--- src/rtl/sei_pkg.sv ---
package sei_pkg;
  localparam int unsigned DW = 16;

  localparam logic [3:0] A_MASK = 4'h1;
  localparam logic [3:0] A_STAT = 4'h2;
  localparam logic [3:0] A_VEC  = 4'h3;
  localparam logic [3:0] A_DMA  = 4'h5;
  localparam logic [3:0] A_TEST = 4'hF;

  localparam int unsigned B_RX_RDY = 3;
  localparam int unsigned B_TX_RDY = 4;
  localparam int unsigned B_BUSY   = 12;
  localparam int unsigned B_DMA_RX = 15;
  localparam int unsigned B_DMA_TX = 7;
  localparam int unsigned B_FORCE  = 11;
  localparam int unsigned FORCE_W  = 6;

  localparam logic [DW-1:0] SW_CLR_MASK = 16'h0027;
  localparam logic [DW-1:0] STAT_KEEP   = 16'hEFFF;
endpackage

--- src/rtl/sei_status_reg.sv ---
module sei_status_reg
  import sei_pkg::*;
#(
  parameter int unsigned W = DW
) (
  input  logic         clk_i,
  input  logic         rst_ni,
  input  logic [W-1:0] set_i,
  input  logic [W-1:0] clr_i,
  input  logic         force_i,
  output logic [W-1:0] stat_o
);
  logic [W-1:0] set_eff, force_vec, stat_d;

  assign set_eff   = set_i & STAT_KEEP[W-1:0];
  assign force_vec = force_i ? W'({FORCE_W{1'b1}}) : '0;
  // set beats clear
  assign stat_d    = (stat_o & ~clr_i) | set_eff | force_vec;

  always_ff @(posedge clk_i or negedge rst_ni) begin
    if (!rst_ni) stat_o <= '0;
    else         stat_o <= stat_d;
  end

  // every pulsed bit is set afterwards
  a_r11_set_wins: assert property (@(posedge clk_i) disable iff (!rst_ni)
    (|set_eff) |=> ((stat_o & $past(set_eff)) == $past(set_eff)));

  // bus-busy position never stored
  a_r2_busy_not_stored: assert property (@(posedge clk_i) disable iff (!rst_ni)
    !stat_o[B_BUSY]);
endmodule

--- src/rtl/sei_vec_enc.sv ---
module sei_vec_enc #(
  parameter int unsigned W     = 16,
  localparam int unsigned IDX_W = $clog2(W + 1)
) (
  input  logic [W-1:0]     pend_i,
  output logic [IDX_W-1:0] idx_o,
  output logic [W-1:0]     onehot_o
);
  always_comb begin
    idx_o    = '0;
    onehot_o = '0;
    for (int k = W - 1; k >= 0; k--) begin
      if (pend_i[k]) begin
        idx_o       = IDX_W'(k + 1);
        onehot_o    = '0;
        onehot_o[k] = 1'b1;
      end
    end
  end
endmodule

--- src/rtl/sei_req_out.sv ---
module sei_req_out
  import sei_pkg::*;
#(
  parameter int unsigned W = DW
) (
  input  logic         clk_i,
  input  logic         rst_ni,
  input  logic [W-1:0] pend_i,
  input  logic         rx_rdy_i,
  input  logic         tx_rdy_i,
  input  logic         rx_en_i,
  input  logic         tx_en_i,
  output logic         irq_o,
  output logic         rx_req_o,
  output logic         tx_req_o
);
  always_ff @(posedge clk_i or negedge rst_ni) begin
    if (!rst_ni) begin
      irq_o    <= 1'b0;
      rx_req_o <= 1'b0;
      tx_req_o <= 1'b0;
    end else begin
      irq_o    <= |pend_i;
      rx_req_o <= rx_en_i & rx_rdy_i;
      tx_req_o <= tx_en_i & tx_rdy_i;
    end
  end

  a_r3_irq_low_when_idle: assert property (@(posedge clk_i) disable iff (!rst_ni)
    (pend_i == '0) |=> !irq_o);
  a_r4_rx_req_needs_en: assert property (@(posedge clk_i) disable iff (!rst_ni)
    !rx_en_i |=> !rx_req_o);
  a_r4_tx_req_needs_en: assert property (@(posedge clk_i) disable iff (!rst_ni)
    !tx_en_i |=> !tx_req_o);
endmodule

--- src/rtl/sei_unit.sv ---
module sei_unit
  import sei_pkg::*;
#(
  parameter logic [7:0] REV         = 8'h3C,
  parameter logic [7:0] NEW_REV_MIN = 8'h34
) (
  input  logic          clk_i,
  input  logic          rst_ni,
  input  logic          reg_wr_i,
  input  logic          reg_rd_i,
  input  logic [3:0]    reg_addr_i,
  input  logic [DW-1:0] reg_wdata_i,
  output logic [DW-1:0] reg_rdata_o,
  input  logic [DW-1:0] evt_set_i,
  input  logic [DW-1:0] evt_clr_i,
  input  logic          bus_busy_i,
  output logic          irq_o,
  output logic          rx_dma_req_o,
  output logic          tx_dma_req_o
);
  localparam bit          IS_NEW = (REV >= NEW_REV_MIN);
  localparam int unsigned MASK_W = IS_NEW ? 6 : 5;
  localparam int unsigned IDX_W  = $clog2(DW + 1);

  logic              wr_mask, wr_stat, wr_dma, wr_test, rd_vec;
  logic [MASK_W-1:0] mask_q;
  logic              dma_rx_en_q, dma_tx_en_q;
  logic [DW-1:0]     stat, pend, onehot, clr_all, sw_clr, vec_clr;
  logic [IDX_W-1:0]  vec_idx;
  logic              force_evt;

  assign wr_mask = reg_wr_i && (reg_addr_i == A_MASK);
  assign wr_stat = reg_wr_i && (reg_addr_i == A_STAT);
  assign wr_dma  = reg_wr_i && (reg_addr_i == A_DMA);
  assign wr_test = reg_wr_i && (reg_addr_i == A_TEST);
  assign rd_vec  = reg_rd_i && (reg_addr_i == A_VEC);

  always_ff @(posedge clk_i or negedge rst_ni) begin
    if (!rst_ni) begin
      mask_q      <= '0;
      dma_rx_en_q <= 1'b0;
      dma_tx_en_q <= 1'b0;
    end else if (wr_mask) begin
      mask_q <= reg_wdata_i[MASK_W-1:0];
    end else if (wr_dma) begin
      dma_rx_en_q <= reg_wdata_i[B_DMA_RX];
      dma_tx_en_q <= reg_wdata_i[B_DMA_TX];
      if (reg_wdata_i[B_DMA_RX]) mask_q[B_RX_RDY] <= 1'b0;
      if (reg_wdata_i[B_DMA_TX]) mask_q[B_TX_RDY] <= 1'b0;
    end
  end

  assign pend      = stat & DW'(mask_q);
  assign sw_clr    = wr_stat ? (reg_wdata_i & SW_CLR_MASK) : '0;
  assign vec_clr   = rd_vec ? onehot : '0;
  assign clr_all   = sw_clr | vec_clr | evt_clr_i;
  assign force_evt = IS_NEW && wr_test && reg_wdata_i[B_FORCE];

  sei_status_reg #(.W(DW)) u_stat (
    .clk_i   (clk_i),
    .rst_ni  (rst_ni),
    .set_i   (evt_set_i),
    .clr_i   (clr_all),
    .force_i (force_evt),
    .stat_o  (stat)
  );

  sei_vec_enc #(.W(DW)) u_vec (
    .pend_i   (pend),
    .idx_o    (vec_idx),
    .onehot_o (onehot)
  );

  sei_req_out #(.W(DW)) u_out (
    .clk_i    (clk_i),
    .rst_ni   (rst_ni),
    .pend_i   (pend),
    .rx_rdy_i (stat[B_RX_RDY]),
    .tx_rdy_i (stat[B_TX_RDY]),
    .rx_en_i  (dma_rx_en_q),
    .tx_en_i  (dma_tx_en_q),
    .irq_o    (irq_o),
    .rx_req_o (rx_dma_req_o),
    .tx_req_o (tx_dma_req_o)
  );

  always_comb begin
    reg_rdata_o = '0;
    unique case (reg_addr_i)
      A_MASK: reg_rdata_o = DW'(mask_q);
      A_STAT: begin
        reg_rdata_o         = stat;
        reg_rdata_o[B_BUSY] = bus_busy_i;
      end
      A_VEC:  reg_rdata_o = DW'(vec_idx);
      A_DMA:  begin
        reg_rdata_o[B_DMA_RX] = dma_rx_en_q;
        reg_rdata_o[B_DMA_TX] = dma_tx_en_q;
      end
      default: reg_rdata_o = '0;
    endcase
  end

  a_r5_rx_dma_drops_ie: assert property (@(posedge clk_i) disable iff (!rst_ni)
    (wr_dma && reg_wdata_i[B_DMA_RX]) |=> !mask_q[B_RX_RDY]);
  a_r5_tx_dma_drops_ie: assert property (@(posedge clk_i) disable iff (!rst_ni)
    (wr_dma && reg_wdata_i[B_DMA_TX]) |=> !mask_q[B_TX_RDY]);
  a_r6_vec_clears_bit: assert property (@(posedge clk_i) disable iff (!rst_ni)
    (rd_vec && (|onehot) && !(|(evt_set_i & onehot))) |=> ((stat & $past(onehot)) == '0));
  a_r7_rx_rdy_survives_sw: assert property (@(posedge clk_i) disable iff (!rst_ni)
    (wr_stat && stat[B_RX_RDY] && !evt_clr_i[B_RX_RDY] && !vec_clr[B_RX_RDY])
      |=> stat[B_RX_RDY]);
  a_r3_irq_high_on_pend: assert property (@(posedge clk_i) disable iff (!rst_ni)
    (|pend) |=> irq_o);
endmodule

--- config.mk ---
export PLATFORM = sky130hd
export DESIGN_NAME = sei_unit
export DESIGN_NICKNAME = d
export VERILOG_FILES = /design/src/rtl/sei_pkg.sv /design/src/rtl/sei_status_reg.sv /design/src/rtl/sei_vec_enc.sv /design/src/rtl/sei_req_out.sv /design/src/rtl/sei_unit.sv
export SDC_FILE = /design/constraint.sdc
export NUM_CORES = 1
export LEC_CHECK = 0
export BUFFER_PORTS_ARGS = -buffer_cell sky130_fd_sc_hd__buf_2
export CAP_MARGIN = 20
export CORE_MARGIN = 5
export CORE_UTILIZATION = 45
export CTS_CLUSTER_DIAMETER = 120
export DETAILED_ROUTE_END_ITERATION = 7
export PLACE_DENSITY_LB_ADDON = 0.08
export SYNTH_ARGS = -nofsm -noshare
export SYNTH_HDL_FRONTEND = slang
export SYNTH_SLANG_ARGS = --single-unit
--- constraint.sdc ---
create_clock -name clk_i -period 1.7 [get_ports clk_i]
set_input_delay 0.17 -clock clk_i [delete_from_list [all_inputs] [get_ports clk_i]]
set_output_delay 0.17 -clock clk_i [all_outputs]
set_load 0.02 [all_outputs]
==> flow_metrics.env, run 1 <==
export IMPL_status="finished with violations"
export IMPL_failed_checks="negative setup slack"
export IMPL_cp_end_kind="output pin"
export IMPL_rows=20
export IMPL_switching_power_w=0.000496
export IMPL_synth_area_top_cells="dfrtp_1, and2_1, a21o_1"
export IMPL_fmax_mhz=580
export IMPL_synth_top_family_by_area="compound AO/OA/AOI/OAI gates"
export IMPL_min_path_type="input pin to register"
export IMPL_relSlewSlack_pct=59.8
export IMPL_clock_latency_ns=0.33
export IMPL_critPathMaxFanout=3
export IMPL_regArea_um2=657
export IMPL_cts_inserted_buffers=3
export IMPL_cts_root_buffer="clkbuf_4"
export IMPL_tns_ns=-0.0328
export IMPL_period_share_pct=101
export IMPL_vias=1483
export IMPL_synthMuxAreaShare_pct=4.15
export IMPL_yosys_warnings=0
export IMPL_die_area_um2=4450
export IMPL_tritoncts="built"
export IMPL_die_h_um=66.7
export IMPL_portBuffers=66
export IMPL_clk_pin_slew_worst_paths_ns=0.14
export IMPL_power_w=0.00176
export IMPL_pwr_share_comb_pct=31.8
export IMPL_htree_num_levels=1
export IMPL_finalSetupViolCount=2
export IMPL_grt_max_degree=27
export IMPL_start_kind="register"
export IMPL_grt_ovfl_total=0
export IMPL_layout_commonest_cell="buf_2"
export IMPL_gp_congestion=0.872
export IMPL_synthAdderAreaFrac_pct=0
export IMPL_p_per_area_nw_per_um2=820
export IMPL_holdWs_ns=0.0184
export IMPL_die_width_um=66.7
export IMPL_synth_seq_cells=26
export IMPL_seq_area_frac_synth_pct=44.9
export IMPL_routed_via_density=5.37
export IMPL_p_leak_nw=1.14
export IMPL_dp_worst_setup_slack_ns=0.198
export IMPL_grt_pass1_wl_um=6530
export IMPL_crit_path_top_delay_cell="dfrtp_1"
export IMPL_path_class="register to output pin"
export IMPL_irDropWorstVdd_mv=0.376
export IMPL_worstPathRequired_ns=1.53
export IMPL_dp_hpwl_um=2810
export IMPL_synth_area_um2=1450
export IMPL_multi_input_area_um2=726
export IMPL_path_cells="a222oi_1 -> buf_4 -> nand3b_1 -> nand2_1 -> buf_6"
export IMPL_power_share_clock_pct=24.3
export IMPL_drt_pass1_iter_count=5
export IMPL_final_util_pct=69.9
export IMPL_syn_nets=193
export IMPL_area_growth_pct=48.4
export IMPL_avgSynthCellArea_um2=10.7
export IMPL_fin_crit_ns=1.73
export IMPL_io_pins=76
export IMPL_synth_compound_area_share_pct=23.8
export IMPL_yosysTopAreaCell="dfrtp_1"
export IMPL_ys_types=43
export IMPL_syn_inst=136
export IMPL_p_int_w=0.00127
export IMPL_clockBufferDepth=2
export IMPL_drv_cap=0
export IMPL_worst_slew_pin_slew_ns=0.603
export IMPL_synth_top_area_share_pct=44.9
export IMPL_fillers=262
export IMPL_postRouteAntennaNets=0
export IMPL_critPathMaxStageDelay_ns=0.45
export IMPL_setup_slack_ns=-0.0251
export IMPL_yosys_most_used_dff="dfrtp_1"
export IMPL_wl_per_cell_um=14.9
export IMPL_final_hold_violation_count=0
export IMPL_n_antenna_cell=0
export IMPL_async_reset_ff_share_pct=100
export IMPL_p_seq_share_pct=43.9
export IMPL_core_um2=3080
export IMPL_worstPathArrival_ns=1.56
export IMPL_cts_sinks=26
export IMPL_drcViolationCount=0
export IMPL_rsz0062_at_grt="yes"
export IMPL_grt_pass1_vias=1476
export IMPL_finClkSkew_ns=0.00803
export IMPL_p_sw_share_pct=28.1
export IMPL_initial_utilization_pct=47.1
export IMPL_antenna_found_initial=0
export IMPL_layout_common_cells="buf_2, dfrtp_1, buf_4, inv_1, and2_1"
export IMPL_drt_iter0_markers=71
export IMPL_finalMaxSlewViolations=0
export IMPL_grtUsageTotal_pct=19.2
export IMPL_routed_wl_um=4100
export IMPL_drive_gt1_share_pct=47.8
export IMPL_synth_edf_count=0
export IMPL_synthSimpleGateAreaFrac_pct=21.3
export IMPL_nNetsFinal=290
export IMPL_synth_xor_area_share_pct=0
-- layout make-up --
class	count	area share (%)
Sequential cell	26	30.5
Timing Repair Buffer	96	28.1
Multi-Input combinational cell	91	33.7
Inverter	15	2.62
Clock buffer	3	1.05
Tap cell	44	2.56
Clock inverter	1	1.40
-- what timing repair did --
item	4_1_cts	5_1_grt
hold buffers	6	3
setup endpoints to repair	3	4
setup buffers	14	3
hold endpoints to repair	31	3
pin swaps	4	4
gates resized for setup	10	7
-- worst max-delay path, delay by kind of cell, from the launching register on --
kind | cells | cell delay (ns)
and+or+nand+nor | 2 | 0.16
AOI/OAI and AO/OA | 1 | 0.34
DFF | 1 | 0.45
buffers and inverters | 2 | 0.29
-- kinds of logic after synthesis --
kind of cell           after synthesis
AO/OA/AOI/OAI                       43
buffers and inverters               19
flip-flops                          26
multiplexers                         4
AND/OR/NAND/NOR                     44
-- per-layer routing --
metal	wire, µm	vias up	track usage, %	part of all wire [%]
met5	0	-	0	0
met4	40	0	6.09	0.98
met3	371	4	4.55	9.0
met2	1960	83	35.0	48
met1	1730	698	21.9	42
li1	-	698	-	-
-- synthesized netlist by cell type (3+ instances only) --
cell type,instances
a22o_1,7
a31o_1,3
nand2_1,6
inv_1,15
dfrtp_1,26
a22oi_1,5
mux2_4,4
a21o_1,9
nand3_1,5
and2_1,12
o21ai_0,3
-- power by group through the flow --
stage	clock network [W]	logic (W)	registers, W
final	0.000428	0.000562	0.000774
after global routing	0.000472	0.000612	0.000786
after CTS	0.000443	0.000531	0.000767
after detailed placement	0	0.000393	0.000785
after global placement	0	0.000384	0.000784
after floorplan	0	0.000214	0.000795
-- through the flow --
| stage | instance area [µm²] | cells |
|---|---|---|
| after detailed placement | 1840 | 247 |
| after floorplan | 1450 | 136 |
| after global routing | 2150 | 276 |
| after global placement | 1840 | 247 |
| after CTS | 2090 | 271 |
| final | 2150 | 276 |
-- sequential cells by signal, indices dropped and copies added (netlist names) --
name and cells:
u_stat.stat_o 15, mask_q 6, dma_rx_en_q 1, dma_tx_en_q 1, u_out.irq_o 1, u_out.rx_req_o 1, u_out.tx_req_o 1
-- path summary, 6_finish.rpt --
check,startpoint,end,slack [ns],depth (start not counted)
setup reg to reg,mask_q[4]$_DFFE_PN0P_,u_out.irq_o$_DFF_PN0_,0.10,8
min in group asynchronous,rst_ni,u_stat.stat_o[10]$_DFF_PN0_,0.36,2
setup / recovery,u_stat.stat_o[1]$_DFF_PN0_,reg_rdata_o[2],-0.03,5
hold reg to reg,u_stat.stat_o[6]$_DFF_PN0_,u_stat.stat_o[6]$_DFF_PN0_,0.49,1
hold / removal,evt_set_i[11],u_stat.stat_o[11]$_DFF_PN0_,0.02,2
max in group asynchronous,rst_ni,u_stat.stat_o[2]$_DFF_PN0_,0.90,2
No activity file was read; power rests on OpenSTA's default activity.
==> inputs of run 2 (changes only) <==
--- a/config.mk
+++ b/config.mk
@@ -11,7 +11,7 @@
 export CORE_UTILIZATION = 45
 export CTS_CLUSTER_DIAMETER = 120
 export DETAILED_ROUTE_END_ITERATION = 7
-export PLACE_DENSITY_LB_ADDON = 0.08
+export PLACE_DENSITY_LB_ADDON = 0.1
 export SYNTH_ARGS = -nofsm -noshare
 export SYNTH_HDL_FRONTEND = slang
 export SYNTH_SLANG_ARGS = --single-unit
==> run 2 against run 1 <==
  * The run ends with negative hold slack, negative setup slack left
  * Register-to-register slack about the same
  * Maximum frequency down 3.2%
  * Sequential share of layout area rose by 2.1 points
  * Non-clock buffer count down 15
  * Sequential power is essentially flat
  * Power decreased by 5.2%
  * Critical path type unchanged
  * Critical endpoint unchanged
  * Largest power group unchanged
==> flow_metrics.env, run 2 (synthesis gave the netlist of run 1 again) <==
export IMPL_die_width_um=66.7
export IMPL_grtUsageTotal_pct=17.8
export IMPL_area_growth_pct=38.2
export IMPL_worstPathRequired_ns=1.53
export IMPL_crit_path_top_delay_cell="dfrtp_1"
export IMPL_irDropWorstVdd_mv=0.402
export IMPL_drcViolationCount=0
export IMPL_worstPathArrival_ns=1.61
export IMPL_path_class="register to output pin"
export IMPL_clock_latency_ns=0.33
export IMPL_gp_congestion=0.896
export IMPL_min_path_type="input pin to register"
export IMPL_cp_end_kind="output pin"
export IMPL_nNetsFinal=275
export IMPL_initial_utilization_pct=47.1
export IMPL_finalMaxSlewViolations=0
export IMPL_wl_per_cell_um=15.2
export IMPL_setup_slack_ns=-0.0824
export IMPL_finClkSkew_ns=0.0103
export IMPL_grt_pass1_wl_um=6110
export IMPL_period_share_pct=105
export IMPL_htree_num_levels=1
export IMPL_finalSetupViolCount=2
export IMPL_largest_reg_flops=15
export IMPL_regMostFlops="u_stat.stat_o"
export IMPL_final_hold_violation_count=1
export IMPL_critPathMaxFanout=5
export IMPL_grt_max_degree=27
export IMPL_holdWs_ns=-0.000995
export IMPL_dp_hpwl_um=2790
export IMPL_dp_worst_setup_slack_ns=0.221
export IMPL_start_kind="register"
export IMPL_fillers=266
export IMPL_fmax_mhz=561
export IMPL_relSlewSlack_pct=61.2
export IMPL_p_leak_nw=1.07
export IMPL_die_area_um2=4450
export IMPL_vias=1416
export IMPL_clockBufferDepth=2
export IMPL_failed_checks="negative hold slack, negative setup slack"
export IMPL_grt_pass1_vias=1392
export IMPL_n_antenna_cell=0
export IMPL_p_per_area_nw_per_um2=836
export IMPL_layout_common_cells="buf_2, dfrtp_1, inv_1, and2_1, buf_4"
export IMPL_layout_commonest_cell="buf_2"
export IMPL_clk_pin_slew_worst_paths_ns=0.15
export IMPL_fin_area_um2=2000
export IMPL_drive_gt1_share_pct=44.7
export IMPL_drt_pass1_iter_count=4
export IMPL_reg_top3="u_stat.stat_o (15), mask_q (6)"
export IMPL_grt_ovfl_total=0
export IMPL_critPathMaxStageDelay_ns=0.45
export IMPL_path_buf_inv=2
export IMPL_rows=20
export IMPL_io_pins=76
export IMPL_cts_root_buffer="clkbuf_4"
export IMPL_antenna_found_initial=0
export IMPL_postRouteAntennaNets=0
export IMPL_path_cells="a222oi_1 -> buf_4 -> nand3b_1 -> nand2_1 -> buf_6"
export IMPL_portBuffers=66
export IMPL_rsz0062_at_grt="yes"
export IMPL_worst_slew_pin_slew_ns=0.581
export IMPL_drv_cap=0
export IMPL_fin_crit_ns=1.78
export IMPL_routed_wl_um=3980
export IMPL_core_um2=3080
export IMPL_cts_inserted_buffers=3
export IMPL_tritoncts="built"
export IMPL_routed_via_density=5.43
export IMPL_power_w=0.00167
export IMPL_die_h_um=66.7
export IMPL_placed_cell_area_um2=1840
export IMPL_crit_family="flip-flops"
export IMPL_drt_iter0_markers=78
export IMPL_status="finished with violations"
export IMPL_cts_sinks=26
[run 2: routing by layer]
| metal | track usage (%) | vias to the layer above | part of all wire [%] |
|---|---|---|---|
| met3 | 3.20 | 7 | 7.7 |
| met4 | 6.09 | 0 | 1.4 |
| li1 | - | 667 | - |
| met1 | 21.4 | 674 | 40 |
| met5 | 0 | - | 0 |
| met2 | 31.7 | 68 | 51 |
[run 2: worst register-to-register path, cell delays in order, from the launching register on]
cell and delay [ns]:
dfrtp_1 0.45, a222oi_1 0.36, buf_4 0.17, buf_4 0.11
a41oi_1 0.11, or3_1 0.32
[run 2: power by group]
group | internal [W] | total, W | leakage (nW) | switching (W)
clock | 0.000239 | 0.000436 | 0.0279 | 0.000197
sequential | 0.000702 | 0.000773 | 0.294 | 0.0000707
combinational | 0.000252 | 0.000464 | 0.748 | 0.000211
total | 0.00119 | 0.00167 | 1.07 | 0.000480
[run 2: what timing repair did]
action                                  in CTS  in global routing
hold endpoints to repair                    27                  0
setup buffers                                5                  3
hold buffers                                 2                  0
endpoints found under the setup margin       3                  4
gates cloned                                 0                  0
pin swaps                                    2                  4
resized for setup                            4                  6
[run 2: path summary, 6_finish.rpt]
path,start,to,slack (ns),cells past startpoint
min in group asynchronous,rst_ni,u_stat.stat_o[14]$_DFF_PN0_,0.35,2
hold / removal,evt_set_i[14],u_stat.stat_o[14]$_DFF_PN0_,-0.001,2
setup reg to reg,u_stat.stat_o[1]$_DFF_PN0_,u_stat.stat_o[3]$_DFF_PN0_,0.09,5
setup / recovery,u_stat.stat_o[1]$_DFF_PN0_,reg_rdata_o[2],-0.08,5
hold reg to reg,u_stat.stat_o[13]$_DFF_PN0_,u_stat.stat_o[13]$_DFF_PN0_,0.48,1
max in group asynchronous,rst_ni,mask_q[2]$_DFFE_PN0P_,0.92,2
[run 2: area by class of cell]
| class | instances | area (µm²) | share of cell area (%) |
|---|---|---|---|
| Clock buffer | 3 | 22.5 | 1.13 |
| Clock inverter | 1 | 30.0 | 1.50 |
| Inverter | 15 | 56.3 | 2.81 |
| Multi-Input combinational cell | 91 | 714 | 35.7 |
| Sequential cell | 26 | 653 | 32.6 |
| Tap cell | 44 | 55.1 | 2.75 |
| Timing Repair Buffer | 81 | 470 | 23.5 |
[run 2: per-stage QoR]
step	setup TNS, ns	utilization [%]	instances
2_1_floorplan	0	-	136
5_1_grt	-0.313	65.0	261
6_report	-0.109	65.0	261
4_1_cts	-0.0706	63.8	258
3_3_place_gp	0	59.9	247
3_5_place_dp	0	59.9	247
==> inputs of run 3 (changes only) <==
--- a/config.mk
+++ b/config.mk
@@ -8,7 +8,7 @@
 export BUFFER_PORTS_ARGS = -buffer_cell sky130_fd_sc_hd__buf_2
 export CAP_MARGIN = 20
 export CORE_MARGIN = 5
-export CORE_UTILIZATION = 45
+export CORE_UTILIZATION = 48
 export CTS_CLUSTER_DIAMETER = 120
 export DETAILED_ROUTE_END_ITERATION = 7
 export PLACE_DENSITY_LB_ADDON = 0.1
==> constraint.sdc (replaced) <==
create_clock -name clk_i -period 2.1 [get_ports clk_i]
set_input_delay 0.21 -clock clk_i [delete_from_list [all_inputs] [get_ports clk_i]]
set_output_delay 0.21 -clock clk_i [all_outputs]
set_load 0.02 [all_outputs]
==> run 3 against run 2 <==
  * The flow now finishes without violations
  * Register-to-register slack gained 0.48 ns
  * Combinational power down 34%
  * Wire length is 7.0% lower
  * Non-clock buffer count decreased by 10
  * Flip-flop and latch count stayed put
  * Global-route usage increased by 0.34 points
  * Sequential power fell by 18%
  * Core utilization down 2.3 points
  * Largest cell class unchanged
  * Largest power group unchanged
==> flow_metrics.env, run 3 (synthesis gave the netlist of run 1 again) <==
export IMPL_final_util_pct=62.8
export IMPL_tritoncts="built"
export IMPL_fin_area_um2=1870
export IMPL_crit_path_top_delay_cell="dfrtp_1"
export IMPL_irDropWorstVdd_mv=0.361
export IMPL_gp_congestion=0.820
export IMPL_relSlewSlack_pct=61.9
export IMPL_power_w=0.00120
export IMPL_cp_end_kind="output pin"
export IMPL_clockBufferDepth=2
export IMPL_initial_utilization_pct=48.7
export IMPL_finalMaxSlewViolations=0
export IMPL_layout_common_cells="buf_2, dfrtp_1, inv_1, and2_1, a21o_1"
export IMPL_die_width_um=64.9
export IMPL_final_hold_violation_count=0
export IMPL_worst_slew_pin_slew_ns=0.572
export IMPL_finClkSkew_ns=0.00253
export IMPL_portBuffers=66
export IMPL_rsz0062_at_grt="no"
export IMPL_drt_pass1_iter_count=4
export IMPL_grt_max_degree=27
export IMPL_drv_cap=0
export IMPL_use_met1_pct=21.7
export IMPL_postRouteAntennaNets=0
export IMPL_critPathMaxStageDelay_ns=0.47
export IMPL_reg_top3="u_stat.stat_o (15), mask_q (6)"
export IMPL_regMostFlops="u_stat.stat_o"
export IMPL_die_area_um2=4220
export IMPL_drive_gt1_share_pct=41.5
export IMPL_die_h_um=64.9
export IMPL_grt_pass1_wl_um=6030
export IMPL_drcViolationCount=0
export IMPL_cts_inserted_buffers=3
export IMPL_fmax_mhz=551
export IMPL_gr_usage_met3_pct=4.16
export IMPL_vias=1359
export IMPL_grt_ovfl_total=0
export IMPL_worstPathRequired_ns=1.89
export IMPL_r2r_cells=4
export IMPL_htree_num_levels=1
export IMPL_start_kind="register"
export IMPL_clk_pin_slew_worst_paths_ns=0.14
export IMPL_tns_ns=0
export IMPL_ctsResizeCount=0
export IMPL_cts_root_buffer="clkbuf_4"
export IMPL_status="finished, final reports clean"
export IMPL_grt_pass1_vias=1377
export IMPL_path_class="register to output pin"
export IMPL_area_growth_pct=29.0
export IMPL_worstPathArrival_ns=1.60
export IMPL_critPathMaxFanout=6
export IMPL_busiest_layer="met2"
export IMPL_min_path_type="input pin to register"
export IMPL_routed_wl_um=3700
export IMPL_hold_depth=2
export IMPL_drt_iter0_markers=52
export IMPL_clock_latency_ns=0.32
export IMPL_placed_cell_area_um2=1820
export IMPL_rows=20
export IMPL_routed_via_density=5.66
export IMPL_wl_per_cell_um=15.4
export IMPL_layout_commonest_cell="buf_2"
export IMPL_path_cells="a22o_1 -> a31o_2 -> a31o_1 -> buf_2"
export IMPL_largest_reg_flops=15
export IMPL_finalSetupViolCount=0
export IMPL_period_share_pct=86.4
export IMPL_p_per_area_nw_per_um2=640
export IMPL_fin_crit_ns=1.81
export IMPL_n_antenna_cell=0
export IMPL_core_um2=2980
export IMPL_grtUsageMet2_pct=31.9
export IMPL_dp_hpwl_um=2800
export IMPL_grtUsageTotal_pct=18.1
export IMPL_p_leak_nw=1.01
export IMPL_nNetsFinal=265
export IMPL_antenna_found_initial=0
export IMPL_holdWs_ns=0.0528
export IMPL_cts_sinks=26
export IMPL_io_pins=76
[run 3: final cells by class]
class | instances | area, µm²
fill | 268 | 1110
timing repair buffer | 71 | 370
multi-input combinational | 91 | 714
inverter | 15 | 56.3
tap | 33 | 41.3
sequential | 26 | 651
clock buffer | 4 | 36.3
[run 3: critical path: cells and delay by family, from the launching register on]
family	cells	cell delay, ns
buffers and inverters	1	0.15
DFF	1	0.47
AOI/OAI and AO/OA	3	0.65
[run 3: per-layer routing]
| layer | wire length, µm | vias up |
|---|---|---|
| met3 | 345 | 4 |
| li1 | - | 647 |
| met2 | 1820 | 63 |
| met4 | 23 | 0 |
| met1 | 1510 | 645 |
| met5 | 0 | - |
[run 3: path summary, 6_finish.rpt]
| kind | from | to | slack (ns) |
|---|---|---|---|
| hold reg to reg | u_stat.stat_o[10]$_DFF_PN0_ | u_stat.stat_o[10]$_DFF_PN0_ | 0.48 |
| max in group asynchronous | rst_ni | u_stat.stat_o[3]$_DFF_PN0_ | 1.33 |
| hold / removal | evt_set_i[15] | u_stat.stat_o[15]$_DFF_PN0_ | 0.05 |
| min in group asynchronous | rst_ni | u_stat.stat_o[10]$_DFF_PN0_ | 0.40 |
| setup reg to reg | mask_q[1]$_DFFE_PN0P_ | u_stat.stat_o[3]$_DFF_PN0_ | 0.57 |
| setup / recovery | mask_q[0]$_DFFE_PN0P_ | reg_rdata_o[0] | 0.29 |
[run 3: metrics by stage]
| step | std cells | setup slack, ns |
|---|---|---|
| 4_1_cts | 239 | 0.119 |
| 2_1_floorplan | 136 | 0.642 |
| 3_3_place_gp | 234 | 0.402 |
| 3_5_place_dp | 234 | 0.405 |
| 6_report | 240 | 0.286 |
| 5_1_grt | 240 | 0.165 |
[run 3: timing repair]
item	CTS	global route
endpoints found under the setup margin	0	1
setup buffers	0	1
endpoints found under the hold margin	26	0
hold buffers	1	0
[run 3: where the power goes]
| group | total (W) | internal [W] | leakage, nW | switching [W] |
|---|---|---|---|---|
| registers | 0.000636 | 0.000567 | 0.296 | 0.0000690 |
| clock network | 0.000255 | 0.000106 | 0.0210 | 0.000149 |
| logic | 0.000305 | 0.000161 | 0.697 | 0.000144 |
